==> src/rtl/cfg_port_pkg.sv <==
package cfg_port_pkg;
    localparam int KEY_W  = 16;
    localparam int OFS_W  = 16;
    localparam int BYTE_W = 8;

    typedef struct packed {
        logic host_sel;
        logic dma_sel;
        logic host_rd;
        logic dma_rd;
        logic dma_skip;
    } grant_t;
endpackage

==> src/rtl/cfg_item_rom.sv <==
module cfg_item_rom
    import cfg_port_pkg::*;
#(
    parameter bit             DMA_PRESENT = 1'b1,
    parameter logic [KEY_W-1:0] EXTRA_BASE = 16'h0020,
    parameter int             EXTRA_COUNT = 2,
    parameter int             EXTRA_LEN   = 6
) (
    input  logic [KEY_W-1:0]  key_i,
    input  logic [OFS_W-1:0]  ofs_i,
    output logic [OFS_W-1:0]  len_o,
    output logic [BYTE_W-1:0] byte_o
);
    localparam logic [31:0] SIG_WORD  = 32'h554D_4551;
    localparam logic [31:0] FEAT_WORD = {30'd0, DMA_PRESENT, 1'b1};
    localparam logic [OFS_W-1:0] FIXED_LEN = OFS_W'(4);
    localparam logic [OFS_W-1:0] XLEN      = OFS_W'(EXTRA_LEN);
    localparam logic [KEY_W:0]   XEND      = {1'b0, EXTRA_BASE} + (KEY_W+1)'(EXTRA_COUNT);

    logic [KEY_W-1:0]  xidx;
    logic [BYTE_W-1:0] raw;

    always_comb begin
        xidx   = key_i - EXTRA_BASE;
        len_o  = '0;
        raw    = '0;
        if (key_i == '0) begin
            len_o = FIXED_LEN;
            raw   = SIG_WORD[8*ofs_i[1:0] +: 8];
        end else if (key_i == KEY_W'(1)) begin
            len_o = FIXED_LEN;
            raw   = FEAT_WORD[8*ofs_i[1:0] +: 8];
        end else if (key_i >= EXTRA_BASE && {1'b0, key_i} < XEND) begin
            len_o = XLEN;
            raw   = ((BYTE_W'(xidx) << 4) + BYTE_W'(ofs_i)) ^ 8'h5A;
        end
        byte_o = (ofs_i < len_o) ? raw : '0;
    end
endmodule

==> src/rtl/cfg_port_arb.sv <==
module cfg_port_arb
    import cfg_port_pkg::*;
(
    input  logic   clk_i,
    input  logic   rst_ni,
    input  logic   host_sel_i,
    input  logic   dma_sel_i,
    input  logic   host_rd_i,
    input  logic   dma_rd_i,
    input  logic   dma_skip_i,
    output grant_t gnt_o
);
    always_comb begin
        gnt_o          = '0;
        if (host_sel_i)      gnt_o.host_sel = 1'b1;
        else if (dma_sel_i)  gnt_o.dma_sel  = 1'b1;
        else if (host_rd_i)  gnt_o.host_rd  = 1'b1;
        else if (dma_rd_i)   gnt_o.dma_rd   = 1'b1;
        else if (dma_skip_i) gnt_o.dma_skip = 1'b1;
    end

    // never more than one operation per cycle
    assert_single_grant_R10: assert property (@(posedge clk_i) disable iff (!rst_ni)
        $onehot0(gnt_o));
    // any request yields some grant
    assert_grant_when_req_R10: assert property (@(posedge clk_i) disable iff (!rst_ni)
        (host_sel_i | dma_sel_i | host_rd_i | dma_rd_i | dma_skip_i) |-> (gnt_o != '0));
endmodule

==> src/rtl/cfg_item_port.sv <==
module cfg_item_port
    import cfg_port_pkg::*;
#(
    parameter bit               DMA_PRESENT = 1'b1,
    parameter logic [KEY_W-1:0] EXTRA_BASE  = 16'h0020,
    parameter int               EXTRA_COUNT = 2,
    parameter int               EXTRA_LEN   = 6
) (
    input  logic              clk_i,
    input  logic              rst_ni,
    input  logic              host_sel_we_i,
    input  logic [KEY_W-1:0]  host_sel_key_i,
    input  logic              host_rd_i,
    output logic [BYTE_W-1:0] host_rdata_o,
    output logic              host_rvalid_o,
    input  logic              dma_sel_i,
    input  logic [KEY_W-1:0]  dma_sel_key_i,
    input  logic              dma_rd_i,
    output logic [BYTE_W-1:0] dma_rdata_o,
    output logic              dma_rvalid_o,
    input  logic              dma_skip_i,
    input  logic [OFS_W-1:0]  dma_skip_len_i,
    output logic [KEY_W-1:0]  cur_key_o,
    output logic [OFS_W-1:0]  cur_offset_o,
    output logic [OFS_W-1:0]  item_len_o
);
    typedef struct packed {
        logic [KEY_W-1:0]  key;
        logic [OFS_W-1:0]  ofs;
        logic [BYTE_W-1:0] host_rdata;
        logic              host_rvalid;
        logic [BYTE_W-1:0] dma_rdata;
        logic              dma_rvalid;
    } state_t;

    state_t st_d, st_q;
    grant_t gnt;
    logic [OFS_W-1:0]  len;
    logic [BYTE_W-1:0] cur_byte;
    logic [OFS_W:0]    skip_sum;

    cfg_port_arb u_arb (
        .clk_i      (clk_i),
        .rst_ni     (rst_ni),
        .host_sel_i (host_sel_we_i),
        .dma_sel_i  (dma_sel_i),
        .host_rd_i  (host_rd_i),
        .dma_rd_i   (dma_rd_i),
        .dma_skip_i (dma_skip_i),
        .gnt_o      (gnt)
    );

    cfg_item_rom #(
        .DMA_PRESENT (DMA_PRESENT),
        .EXTRA_BASE  (EXTRA_BASE),
        .EXTRA_COUNT (EXTRA_COUNT),
        .EXTRA_LEN   (EXTRA_LEN)
    ) u_rom (
        .key_i  (st_q.key),
        .ofs_i  (st_q.ofs),
        .len_o  (len),
        .byte_o (cur_byte)
    );

    always_comb begin
        st_d             = st_q;
        st_d.host_rvalid = 1'b0;
        st_d.dma_rvalid  = 1'b0;
        skip_sum         = {1'b0, st_q.ofs} + {1'b0, dma_skip_len_i};
        if (gnt.host_sel) begin
            st_d.key = host_sel_key_i;
            st_d.ofs = '0;
        end else if (gnt.dma_sel) begin
            st_d.key = dma_sel_key_i;
            st_d.ofs = '0;
        end else if (gnt.host_rd) begin
            st_d.host_rdata  = cur_byte;
            st_d.host_rvalid = 1'b1;
            if (st_q.ofs < len) st_d.ofs = st_q.ofs + 1'b1;
        end else if (gnt.dma_rd) begin
            st_d.dma_rdata  = cur_byte;
            st_d.dma_rvalid = 1'b1;
            if (st_q.ofs < len) st_d.ofs = st_q.ofs + 1'b1;
        end else if (gnt.dma_skip) begin
            if (skip_sum > {1'b0, len}) st_d.ofs = len;
            else                        st_d.ofs = skip_sum[OFS_W-1:0];
        end
    end

    always_ff @(posedge clk_i or negedge rst_ni) begin
        if (!rst_ni) st_q <= '0;
        else         st_q <= st_d;
    end

    assign host_rdata_o  = st_q.host_rdata;
    assign host_rvalid_o = st_q.host_rvalid;
    assign dma_rdata_o   = st_q.dma_rdata;
    assign dma_rvalid_o  = st_q.dma_rvalid;
    assign cur_key_o     = st_q.key;
    assign cur_offset_o  = st_q.ofs;
    assign item_len_o    = len;

    // offset never passes the item length
    assert_ofs_in_range_R6: assert property (@(posedge clk_i) disable iff (!rst_ni)
        (st_q.ofs <= len) || $past(gnt.host_sel || gnt.dma_sel) || ($past(st_q.ofs) > $past(len)));
    // host selector write lands key and zero offset
    assert_sel_loads_R2: assert property (@(posedge clk_i) disable iff (!rst_ni)
        gnt.host_sel |=> (cur_key_o == $past(host_sel_key_i) && cur_offset_o == '0));
    // DMA select matches the selector write
    assert_dma_sel_loads_R7: assert property (@(posedge clk_i) disable iff (!rst_ni)
        gnt.dma_sel |=> (cur_key_o == $past(dma_sel_key_i) && cur_offset_o == '0));
    // host valid only after a granted host read
    assert_host_valid_src_R3: assert property (@(posedge clk_i) disable iff (!rst_ni)
        host_rvalid_o |-> $past(gnt.host_rd));
    // DMA valid only after a granted DMA read
    assert_dma_valid_src_R8: assert property (@(posedge clk_i) disable iff (!rst_ni)
        dma_rvalid_o |-> $past(gnt.dma_rd));
    // reading at or past the end yields zero and holds the offset
    assert_past_end_zero_R6: assert property (@(posedge clk_i) disable iff (!rst_ni)
        (gnt.host_rd && st_q.ofs >= len) |=> (host_rdata_o == '0 && cur_offset_o == $past(st_q.ofs)));
    // in-range read advances offset by one
    assert_read_advance_R3: assert property (@(posedge clk_i) disable iff (!rst_ni)
        ((gnt.host_rd || gnt.dma_rd) && st_q.ofs < len) |=> (cur_offset_o == $past(st_q.ofs) + 1'b1));
endmodule

==> config.mk <==
export PLATFORM = sky130hd
export DESIGN_NAME = cfg_item_port
export DESIGN_NICKNAME = d
export VERILOG_FILES = /design/src/rtl/cfg_port_pkg.sv /design/src/rtl/cfg_item_rom.sv /design/src/rtl/cfg_port_arb.sv /design/src/rtl/cfg_item_port.sv
export SDC_FILE = /design/constraint.sdc
export NUM_CORES = 1
export LEC_CHECK = 0
export BUFFER_PORTS_ARGS = -buffer_cell sky130_fd_sc_hd__buf_2
export CAP_MARGIN = 25
export CORE_ASPECT_RATIO = 2
export CORE_UTILIZATION = 44
export DETAILED_ROUTE_END_ITERATION = 8
export PLACE_DENSITY = 0.7
export SYNTH_ARGS = -nofsm -noshare
export SYNTH_HDL_FRONTEND = slang
export SYNTH_SLANG_ARGS = --single-unit
export TNS_END_PERCENT = 20
==> constraint.sdc <==
create_clock -name clk_i -period 3.45 [get_ports clk_i]
set_input_delay 0.345 -clock clk_i [delete_from_list [all_inputs] [get_ports clk_i]]
set_output_delay 0.345 -clock clk_i [all_outputs]
set_load 0.005 [all_outputs]
[Yosys cells after proc, flatten, opt, wreduce, memory -nomap -nowiden]
Cells that the tools add are included.
Word-level totals
  register bits after elaboration: 50
  word-level logic and storage cells: 56
  input port bits: 55
Operators by class
  shift-type cells: 2
  add/subtract/negate cells: 4
  equal/unequal tests: 1
  bitwise operators: 4
  reduce and logical (&&, ||, !) cells: 6
  magnitude comparators: 4
  multiplexer cells: 29
Operators with widths (count)
  16-bit 2-to-1 mux: 9
  32-bit by 6-bit indexed part select with 8-bit output, first input constant: 2
  32-bit 2-to-1 mux: 1
  8-bit 2-to-1 mux: 4
  10-bit 2-to-1 mux: 2
  9-bit 2-to-1 mux: 2
  16-bit by 16-bit adder with 17-bit output: 1
  17-bit by 16-bit greater-than comparator with 1-bit output: 1
  16-bit by 1-bit adder with 16-bit output, second input constant: 1
  16-bit by 1-bit equality test with 1-bit output, second input constant: 1
  16-bit by 6-bit >= comparator with 1-bit output, second input constant: 1
  16-bit logical NOT: 1
  16-bit less-than comparator: 1
  16-bit by 6-bit less-than comparator with 1-bit output, second input constant: 1
  8-bit adder: 1
  1-bit 2-to-1 mux: 7
  3-bit 2-to-1 mux: 2
  5-bit nonzero test: 1
  4-bit 2-to-1 mux: 1
  4-bit NOT: 1
  4-bit AND reduction: 1
  4-bit by 1-bit subtractor with 4-bit output, second input constant: 1
  1-bit NOT: 3
  3-bit AND reduction: 1
  3 further kinds: 3

[Depth between registers and ports, before layout]
Gate-level depths: netlist (run 1).
  word-level depth: 12
  gate-level depth with buffers: 13
  gate-level depth less buffers: 12

[By module]
A second synthesis (run 1) with hierarchy kept.
Unflattened totals
  cell total of the unflattened synthesis: 531
  area, all modules: 4738.3 um^2
Modules (own cells, without submodules)
  cfg_item_port: instances 1, cells each 458, area an instance 4145.2 um^2, sequential area each 1251.2 um^2
  cfg_item_rom: instances 1, cells each 67, area an instance 535.5 um^2, sequential area each 0.0 um^2
  cfg_port_arb: instances 1, cells each 6, area an instance 57.6 um^2, sequential area each 0.0 um^2

[Least setup slack after synthesis (run 1)]
Ideal clock, no wire load.
  kind: register to register
  from: reg st_q, in the netlist cur_offset_o[0]
  to: reg st_q, in the netlist cur_offset_o[1]
  arrival time: 3053 ps
  stages on the path, launching flop included: 13
  setup slack: 311 ps
  buffers on the path: 0
  clock period less this slack: 3139 ps
  path through: dfrtp_1 ha_1 fa_1 xor2_1 ha_1 nor2b_1 o21ai_0 o221ai_1 and4b_1 nand4_1 a2111o_1 or2_1 o211ai_1
On the way
  cells in the longest elaborated chain, start to end: 8
  elaborated cells between the ends (all ways): 11
  classes of those cells: add/sub: 2; order compare: 2; mux: 7
Ends and longest elaborated chain
  start: declaration: line cfg_item_port.sv:36  | state_t st_d, st_q;
  start signal: assignment: line cfg_item_port.sv:92  | else st_q <= st_d;
  16-bit by 16-bit adder with 17-bit output: line cfg_item_port.sv:69  | skip_sum = {1'b0, st_q.ofs} + {1'b0, dma_skip_len_i};
  17-bit by 16-bit greater-than comparator with 1-bit output: line cfg_item_port.sv:85  | if (skip_sum > {1'b0, len}) st_d.ofs = len;
  16-bit 2-to-1 mux: line cfg_item_port.sv:85
  16-bit 2-to-1 mux: line cfg_item_port.sv:84  | end else if (gnt.dma_skip) begin
  16-bit 2-to-1 mux: line cfg_item_port.sv:80  | end else if (gnt.dma_rd) begin
  16-bit 2-to-1 mux (*): line cfg_item_port.sv:76  | end else if (gnt.host_rd) begin
  16-bit 2-to-1 mux (*): line cfg_item_port.sv:73  | end else if (gnt.dma_sel) begin
  32-bit 2-to-1 mux (*): line cfg_item_port.sv:70  | if (gnt.host_sel) begin
Mark *: on every way between the ends. The rest lies on a longest branch, timed or not. The select of a mux whose other input is x is not followed.
A chain may end at the register's enable or synchronous reset.

[Worst setup path in the final report (run 1)]
  from: reg st_q, in the netlist cur_offset_o[2]
  to: reg st_q, in the netlist cur_offset_o[2]
The elaborated chain is that of the path after synthesis.

==> results.cfg, run 1 <==
[run_status]
status = complete, no violations

[place]
gp_congestion = 0.9457
dpl.hpwl_um = 7358
port_buffers = 106
dpl-instance-area_mm2 = 0.004005

[hold_path]
min_to = cur_key_o[13]
min-delay-start = host_sel_key_i[13]
worstHoldPathType = in2reg
hold_depth = 3

[logic_synthesis]
synth_cell_types = 57
synth-edff-count = 0
async_reset_ff_frac = 1.000
syn-cell-area_mm2 = 0.003405
synth_ff_type = dfrtp_1
yosys_warnings = 0
seq_area_frac_synth = 0.3675
postSynthAreaPerCell_um2 = 9.079
synthCells = 375
synth_seq_cells = 50

[final_layout]
layout_commonest_cell = buf_2
mostFrequentLayoutCells = buf_2 (106), dfrtp_1 (50), nand2_1 (49)
final_area_mm2 = 0.004189
utilization = 0.5552
drive_gt1_frac = 0.2765
area_growth_pct = 23.04
nets = 562
antennaDiodeCount = 0

[floorplan]
die_width_um = 64.20
initial_core_util = 0.4512
dieArea_mm2 = 0.008115
rows = 45
core_area_mm2 = 0.007545
die_height_um = 126.4
io_pins = 121

[global_route]
grt_pass1_wl_um = 14660
grt_pass1_vias = 3118
use_met3 = 0.03327
antenna_found_initial = 0
grt_usage = 0.2376
met2_usage = 0.4593
busiest_layer = met2
use_met1 = 0.2254
grt_remaining_overflow = 0
grt_max_degree = 34

[detailed_routing]
wl_per_cell_um = 15.96
firstDrtPassIters = 4
drtAntennaViolNets = 0
drc = 0
viasPerCell = 5.483
drt_iter0_drc = 118
wl_um = 9176
dr_total_vias = 3153

[setup_path]
worstPathRequired_ns = 3.62
cp_cell_sequence = ha_1, xor2_1, ha_1, nor2b_1, o21ai_0, o221ai_1, and4b_1, nand4_1, a2111o_1, nor4_1, a211oi_2
rr_worst_depth = 11
r2r-end = cur_offset_o[2]
worstPathArrival_ns = 3.46
crit_path_end_kind = register
cp_slowest_stage_delay_ns = 0.52
slowest_stage = ha_1
path_max_fanout = 8
reg2reg_from = cur_offset_o[2]
cpMostUsedCell = ha_1
start_kind = register
criticalPathCategory = reg2reg
ff2ff_setup_slack_ns = 0.16

[power_and_ir_drop]
leakage_nw = 2.239
p_per_area_mw_per_mm2 = 336.3
vdd_drop_max_v = 0.0003527

[clock_network]
cts_sinks = 50
numCtsBuffers = 5
clk_pin_slew_ns = 0.07
cts_max_level = 2
worstSkewPairLatency_ns = 0.30
post_cts_buffers = 0
cts_tree = yes
clockBufferDepth = 2
cts_root_buf = clkbuf_16

[timing]
finClkSkew_ns = 0.004199
min_period_over_period = 0.9533
rsz0062_at_grt = no
setup_viol = 0
tns_ns = 0
min_period_ns = 3.289
max_freq_mhz = 304.1
finalMaxSlewViolations = 0
relSlewSlack = 0.6362
worst_pin_slew_ns = 0.5440
hold_violations = 0

[run]
maxCapViolations = 0
power breakdown:
group | switching, mW | total, mW | internal [mW]
combinational | 0.109 | 0.197 | 0.0878
clock | 0.233 | 0.580 | 0.347
sequential | 0.0243 | 0.631 | 0.607
registers in the layout, indices dropped and copies added (netlist names):
signal	count
cur_key_o	16
cur_offset_o	16
dma_rdata_o	8
host_rdata_o	8
dma_rvalid_o	1
host_rvalid_o	1
layout make-up:
| class | count | area (um2) |
|---|---|---|
| Timing Repair Buffer | 115 | 613.1 |
| Fill cell | 702 | 3356 |
| Clock buffer | 5 | 125.1 |
| Sequential cell | 50 | 1251 |
| Inverter | 13 | 48.80 |
| Clock inverter | 3 | 48.80 |
| Multi-Input combinational cell | 295 | 1984 |
| Tap cell | 94 | 117.6 |
logic make-up after synthesis:
kind of cell | synth area share
and+or+nand+nor | 0.2021
other | 0.001101
buffers and inverters | 0.06395
AOI/OAI and AO/OA | 0.1900
muxes | 0.05623
adders and majority gates | 0.1036
xor gates and xnor gates | 0.01544
DFF | 0.3675
worst max-delay path: cells and delay by family, from the launching register on:
kind            cells  cell delay [ns]
flops               1             0.50
compound gates      4             0.74
simple gates        4             0.83
fa+ha+maj           2             0.81
xor+xnor            1             0.28
through the flow:
stage,hold slack (ns),cells,power (mW),worst slack [ns]
3_5_place_dp,0.3157,566,0.8387,0.09237
6_report,0.2517,575,1.409,0.1612
5_1_grt,0.2690,575,1.467,0.01206
3_3_place_gp,0.4622,565,0.8316,0.1960
2_1_floorplan,0.04941,388,0.7539,0.3105
4_1_cts,0.2492,575,1.418,0.1449
worst max-delay path by stage:
| stage | slack [ns] | cells after the start | endpoint | from |
|---|---|---|---|---|
| 2_1_floorplan | 0.31 | 12 | cur_offset_o[1] | cur_offset_o[0] |
| 3_3_place_gp | 0.20 | 13 | cur_offset_o[1] | dma_skip_len_i[0] |
| 3_5_place_dp | 0.09 | 13 | cur_offset_o[2] | dma_skip_len_i[0] |
| 5_1_grt | 0.01 | 11 | cur_offset_o[2] | cur_offset_o[2] |
| 6_report | 0.16 | 11 | cur_offset_o[2] | cur_offset_o[2] |
| 4_1_cts | 0.14 | 12 | cur_offset_o[2] | cur_key_o[1] |
cells in the mapped netlist, drive strengths merged, types with 3 or more instances:
master / count / share of area
or2: 3 / 0.0055
nand3: 11 / 0.016
o21ai: 41 / 0.060
ha: 25 / 0.092
nor4: 8 / 0.015
nor3: 6 / 0.0088
o221ai: 4 / 0.014
nand4: 3 / 0.0055
o211ai: 6 / 0.013
mux2i: 18 / 0.053
and3: 17 / 0.031
nand2: 50 / 0.056
a21boi: 4 / 0.0088
clkbuf: 15 / 0.017
xnor2: 3 / 0.0077
a211oi: 3 / 0.0096
nor2b: 5 / 0.0092
xor2: 3 / 0.0077
nor2: 16 / 0.022
inv: 13 / 0.014
buf: 15 / 0.033
o21bai: 3 / 0.0066
dfrtp: 50 / 0.37
a21oi: 16 / 0.030
timing repair:
item	4_1_cts	5_1_grt
endpoints found under the setup margin	0	0
hold buffers	1	0
gates resized for setup	0	0
endpoints found under the hold margin	6	0
per-layer routing:
layer	wire (um)	part of all wire
met1	3190	0.35
met2	5162	0.56
met3	394	0.043
met4	428	0.047
met5	0	0
Note: power is estimated with default switching activity, not from simulation.
==> run 2, diff against run 1 <==
--- a/config.mk
+++ b/config.mk
@@ -8,9 +8,10 @@
 export BUFFER_PORTS_ARGS = -buffer_cell sky130_fd_sc_hd__buf_2
 export CAP_MARGIN = 25
 export CORE_ASPECT_RATIO = 2
-export CORE_UTILIZATION = 44
+export CORE_UTILIZATION = 51
+export CTS_CLUSTER_SIZE = 28
 export DETAILED_ROUTE_END_ITERATION = 8
-export PLACE_DENSITY = 0.7
+export PLACE_DENSITY = 0.8
 export SYNTH_ARGS = -nofsm -noshare
 export SYNTH_HDL_FRONTEND = slang
 export SYNTH_SLANG_ARGS = --single-unit
==> run 2 against run 1 <==
- sequential cell count unchanged
- clock-buffer cell count increased by 1
- first-iteration DRC count increased by 15%
- worst setup slack improved by 0.095 ns
- via count increased by 1.6%
- power decreased by 5.0%
- sequential share of layout area increased by 0.17 points
- highest routed layer unchanged
==> results.cfg, run 2 (synthesized netlist as in run 1, its figures left out) <==
[setup_path]
worstPathRequired_ns = 3.61
start_kind = register
worstPathArrival_ns = 3.36
criticalPathCategory = reg2reg
path_max_fanout = 4
crit_path_end_kind = register

[floorplan]
core_area_mm2 = 0.006361
initial_core_util = 0.5352
io_pins = 121
rows = 41
die_height_um = 117.5
die_width_um = 59.78
dieArea_mm2 = 0.007026

[final_layout]
nets = 562
drive_gt1_frac = 0.2786
mostFrequentLayoutCells = buf_2 (106), dfrtp_1 (50), nand2_1 (49)
layout_commonest_cell = buf_2
utilization = 0.6548
antennaDiodeCount = 0
area_growth_pct = 22.34

[timing]
finalMaxSlewViolations = 0
finClkSkew_ns = 0.006721
min_period_ns = 3.194
worst_pin_slew_ns = 0.6217
tns_ns = 0
hold_violations = 0
relSlewSlack = 0.5856
max_freq_mhz = 313.1
min_period_over_period = 0.9257
rsz0062_at_grt = no
setup_viol = 0

[global_route]
grt_max_degree = 34
grt_usage = 0.2779
grt_remaining_overflow = 0
grt_pass1_wl_um = 14710
grt_pass1_vias = 3216
antenna_found_initial = 0

[power_and_ir_drop]
p_per_area_mw_per_mm2 = 321.4
leakage_nw = 2.235
vdd_drop_max_v = 0.0004226

[detailed_routing]
wl_per_cell_um = 16.04
drt_iter0_drc = 136
firstDrtPassIters = 4
viasPerCell = 5.647
wl_um = 9093
drc = 0
dr_total_vias = 3202
drtAntennaViolNets = 0

[run]
maxCapViolations = 0

[clock_network]
numCtsBuffers = 5
worstSkewPairLatency_ns = 0.29
post_cts_buffers = 0
cts_resized = 0
cts_tree = yes
clk_pin_slew_ns = 0.07
cts_max_level = 2
cts_root_buf = clkbuf_16
clockBufferDepth = 2
cts_hold_buf = 0
cts_sinks = 50

[run_status]
status = complete, no violations

[place]
dpl.hpwl_um = 7328
gp_congestion = 0.9574
port_buffers = 106

[hold_path]
worstHoldPathType = in2async
## run 2: cell count changes in the layout (fill, tap and decap cells not counted), sizes merged
| cell | change |
|---|---|
| dlygate4sd3 | -1 |
| buf | +1 |
| clkbuf | +1 |
| bufinv | -1 |
## run 2: worst paths after layout
path / startpoint / slack (ns) / cells after the start / end
max: cur_offset_o[0] / 0.26 / 12 / cur_offset_o[2]
min: rst_ni / 0.06 / 1 / dma_rdata_o[1]
max reg2reg: cur_offset_o[0] / 0.26 / 12 / cur_offset_o[2]
min reg2reg: host_rdata_o[1] / 0.48 / 2 / host_rdata_o[1]
max in group asynchronous: rst_ni / 2.85 / 2 / cur_key_o[6]
min in group clk_i: host_sel_key_i[11] / 0.26 / 3 / cur_key_o[11]
## run 2: metrics by stage
| step | power [mW] | instances | hold WS, ns | worst slack [ns] | instance area, um2 |
|---|---|---|---|---|---|
| floorplan | 0.7539 | 388 | 0.04941 | 0.3105 | 3453 |
| global placement | 0.8281 | 558 | 0.4603 | 0.2313 | 3983 |
| detailed placement | 0.8392 | 559 | 0.3915 | 0.1547 | 4010 |
| CTS | 1.343 | 567 | 0.08255 | 0.2464 | 4165 |
| global route | 1.392 | 567 | 0.1185 | 0.05133 | 4165 |
| finish | 1.339 | 567 | 0.05924 | 0.2565 | 4165 |
## run 2: power by group
part           total, mW  switching [mW]  internal [mW]  leakage (nW)
registers          0.630          0.0234          0.607         0.665
logic              0.198           0.110         0.0881          1.50
clock network      0.510           0.219          0.291        0.0735
## run 2: metal layers
layer | up-vias | track usage | part of all wire
li1 | 1546 | - | -
met1 | 1511 | 0.2737 | 0.34
met2 | 118 | 0.5132 | 0.57
met3 | 27 | 0.04066 | 0.043
met4 | 0 | 0.1555 | 0.048
met5 | - | 0 | 0
## run 2: final cells by class
| cell class | instances | area, um2 |
|---|---|---|
| clock buffers | 6 | 138.9 |
| clock inverters | 2 | 16.27 |
| fillers | 557 | 2196 |
| inverters | 13 | 48.80 |
| multi-input cells | 295 | 1984 |
| flip-flops and latches | 50 | 1251 |
| well taps | 86 | 107.6 |
| repair buffers | 115 | 618.1 |
## run 2: critical path, cell delays in order (launching register included)
cell,delay [ns]
dfrtp_1,0.38
ha_1,0.21
fa_1,0.40
xor2_1,0.19
ha_1,0.30
nor2b_1,0.13
o21ai_0,0.13
o221ai_1,0.11
and4b_1,0.26
nand4_1,0.09
a2111o_1,0.42
nor4_1,0.36
a211oi_2,0.08
==> run 3, diff against run 2 <==
==> constraint.sdc (replaced) <==
create_clock -name clk_i -period 3.45 [get_ports clk_i]
set_input_delay 0 -clock clk_i [delete_from_list [all_inputs] [get_ports clk_i]]
set_output_delay 0 -clock clk_i [all_outputs]
set_load 0.005 [all_outputs]
==> run 3 against run 2 <==
- global-route usage increased by 2.0 points
- fmax decreased by 1.6%
- register-to-register slack got worse by 0.05 ns
- via count increased by 3.7%
- hold slack got worse by 0.057 ns
- clock-buffer cell count decreased by 1
- clock power decreased by 3%
- combinational power increased by 14%
- critical endpoint is now cur_offset_o[1]
==> results.cfg, run 3 (synthesized netlist as in run 1, its figures left out) <==
[timing]
finalMaxSlewViolations = 0
min_period_ns = 3.245
finClkSkew_ns = 0.002523
worst_pin_slew_ns = 0.5340
tns_ns = 0
setup_viol = 0
rsz0062_at_grt = no
hold_violations = 0
min_period_over_period = 0.9406
max_freq_mhz = 308.2
relSlewSlack = 0.6430

[detailed_routing]
wl_per_cell_um = 16.81
dr_total_vias = 3319
drtAntennaViolNets = 0
drt_iter0_drc = 184
viasPerCell = 5.674
drc = 0
firstDrtPassIters = 4
wl_um = 9835

[hold_path]
worstHoldPathType = in2reg

[floorplan]
die_height_um = 117.5
rows = 41
initial_core_util = 0.5352
die_width_um = 59.78
dieArea_mm2 = 0.007026
io_pins = 121
core_area_mm2 = 0.006361

[setup_path]
start_kind = register
rr_worst_depth = 12
worstPathRequired_ns = 3.66
worstPathArrival_ns = 3.46
ff2ff_setup_slack_ns = 0.20
criticalPathCategory = reg2reg
endpoint = cur_offset_o[1]
crit_path_end_kind = register
reg2reg_from = cur_offset_o[0]
r2r-end = cur_offset_o[1]
path_max_fanout = 4
critPathLaunch = cur_offset_o[0]

[run_status]
status = complete, no violations

[final_layout]
drive_gt1_frac = 0.2685
nFillCells = 536
mostFrequentLayoutCells = buf_2 (106), dfrtp_1 (50), nand2_1 (49)
multi_input_area_mm2 = 0.001994
layout_commonest_cell = buf_2
area_growth_pct = 27.60
regArea_mm2 = 0.001251
nets = 580
antennaDiodeCount = 0
utilization = 0.6829

[global_route]
grt_pass1_vias = 3396
busiest_layer = met2
met2_usage = 0.5382
grt_max_degree = 43
grt_pass1_wl_um = 15660
grt_usage = 0.2977
antenna_found_initial = 0
grt_remaining_overflow = 0
use_met3 = 0.05055
use_met1 = 0.2948

[clock_network]
cts_sinks = 50
cts_max_level = 2
worstSkewPairLatency_ns = 0.29
clockBufferDepth = 2
cts_tree = yes
numCtsBuffers = 5
clk_pin_slew_ns = 0.07
cts_root_buf = clkbuf_16

[place]
gp_congestion = 0.9778
port_buffers = 106
dpl.hpwl_um = 7167

[power_and_ir_drop]
vdd_drop_max_v = 0.0005328
leakage_nw = 2.300
p_per_area_mw_per_mm2 = 310.7

[run]
maxCapViolations = 0
-- run 3: metal layers --
layer	part of all wire	vias to the layer above	routed length, um
met5	0	-	0
met4	0.056	0	547
met3	0.052	44	508
met2	0.55	140	5433
met1	0.34	1560	3345
li1	-	1575	-
-- run 3: report_power, final --
| part | leakage, nW | internal (mW) | switching, mW |
|---|---|---|---|
| Clock | 0.0698 | 0.269 | 0.224 |
| Sequential | 0.665 | 0.607 | 0.0240 |
| Combinational | 1.57 | 0.105 | 0.121 |
-- run 3: worst min path at each step --
stage	startpoint	to	slack [ns]	cells past startpoint
6_report	dma_sel_key_i[8]	cur_key_o[8]	0.002	3
5_1_grt	dma_sel_key_i[3]	cur_key_o[3]	0.02	3
4_1_cts	dma_sel_key_i[8]	cur_key_o[8]	0.001	3
3_5_place_dp	rst_ni	host_rdata_o[1]	-0.12	1
3_3_place_gp	host_sel_key_i[14]	cur_key_o[14]	0.20	3
2_1_floorplan	rst_ni	cur_key_o[0]	-0.30	0
-- run 3: area by class of cell --
class / count / area share
well taps: 86 / 0.02477
clock inverters: 3 / 0.004896
multi-input cells: 295 / 0.4591
clock buffers: 5 / 0.02880
flip-flops and latches: 50 / 0.2880
inverters: 13 / 0.01123
repair buffers: 133 / 0.1832
-- run 3: worst max-delay path, stage by stage (launching register included) --
cell      delay (ns)
dfrtp_1         0.38
ha_1            0.21
fa_2            0.41
xor2_2          0.21
ha_1            0.31
nor2b_1         0.13
o21ai_0         0.14
o221ai_1        0.12
and4b_1         0.27
nand4_1         0.10
a2111o_1        0.42
or2_1           0.28
o211ai_1        0.17
-- run 3: timing repair --
action | 4_1_cts | 5_1_grt
endpoints found under the setup margin | 0 | 2
endpoints found under the hold margin | 66 | 0
resized for setup | 0 | 2
buffers inserted | 0 | 0
hold buffers | 20 | 0
-- run 3: stage by stage --
stage	worst slack, ns	instances	total power [mW]	instance area [um2]	hold slack (ns)
6_report	0.2049	585	1.350	4344	0.002229
5_1_grt	0.01112	585	1.396	4344	0.01659
4_1_cts	0.1118	585	1.343	4334	0.001475
3_5_place_dp	0.1199	557	0.8397	3988	-0.1234
3_3_place_gp	0.2245	556	0.8301	3968	0.2027
2_1_floorplan	0.3105	388	0.7539	3453	-0.2956
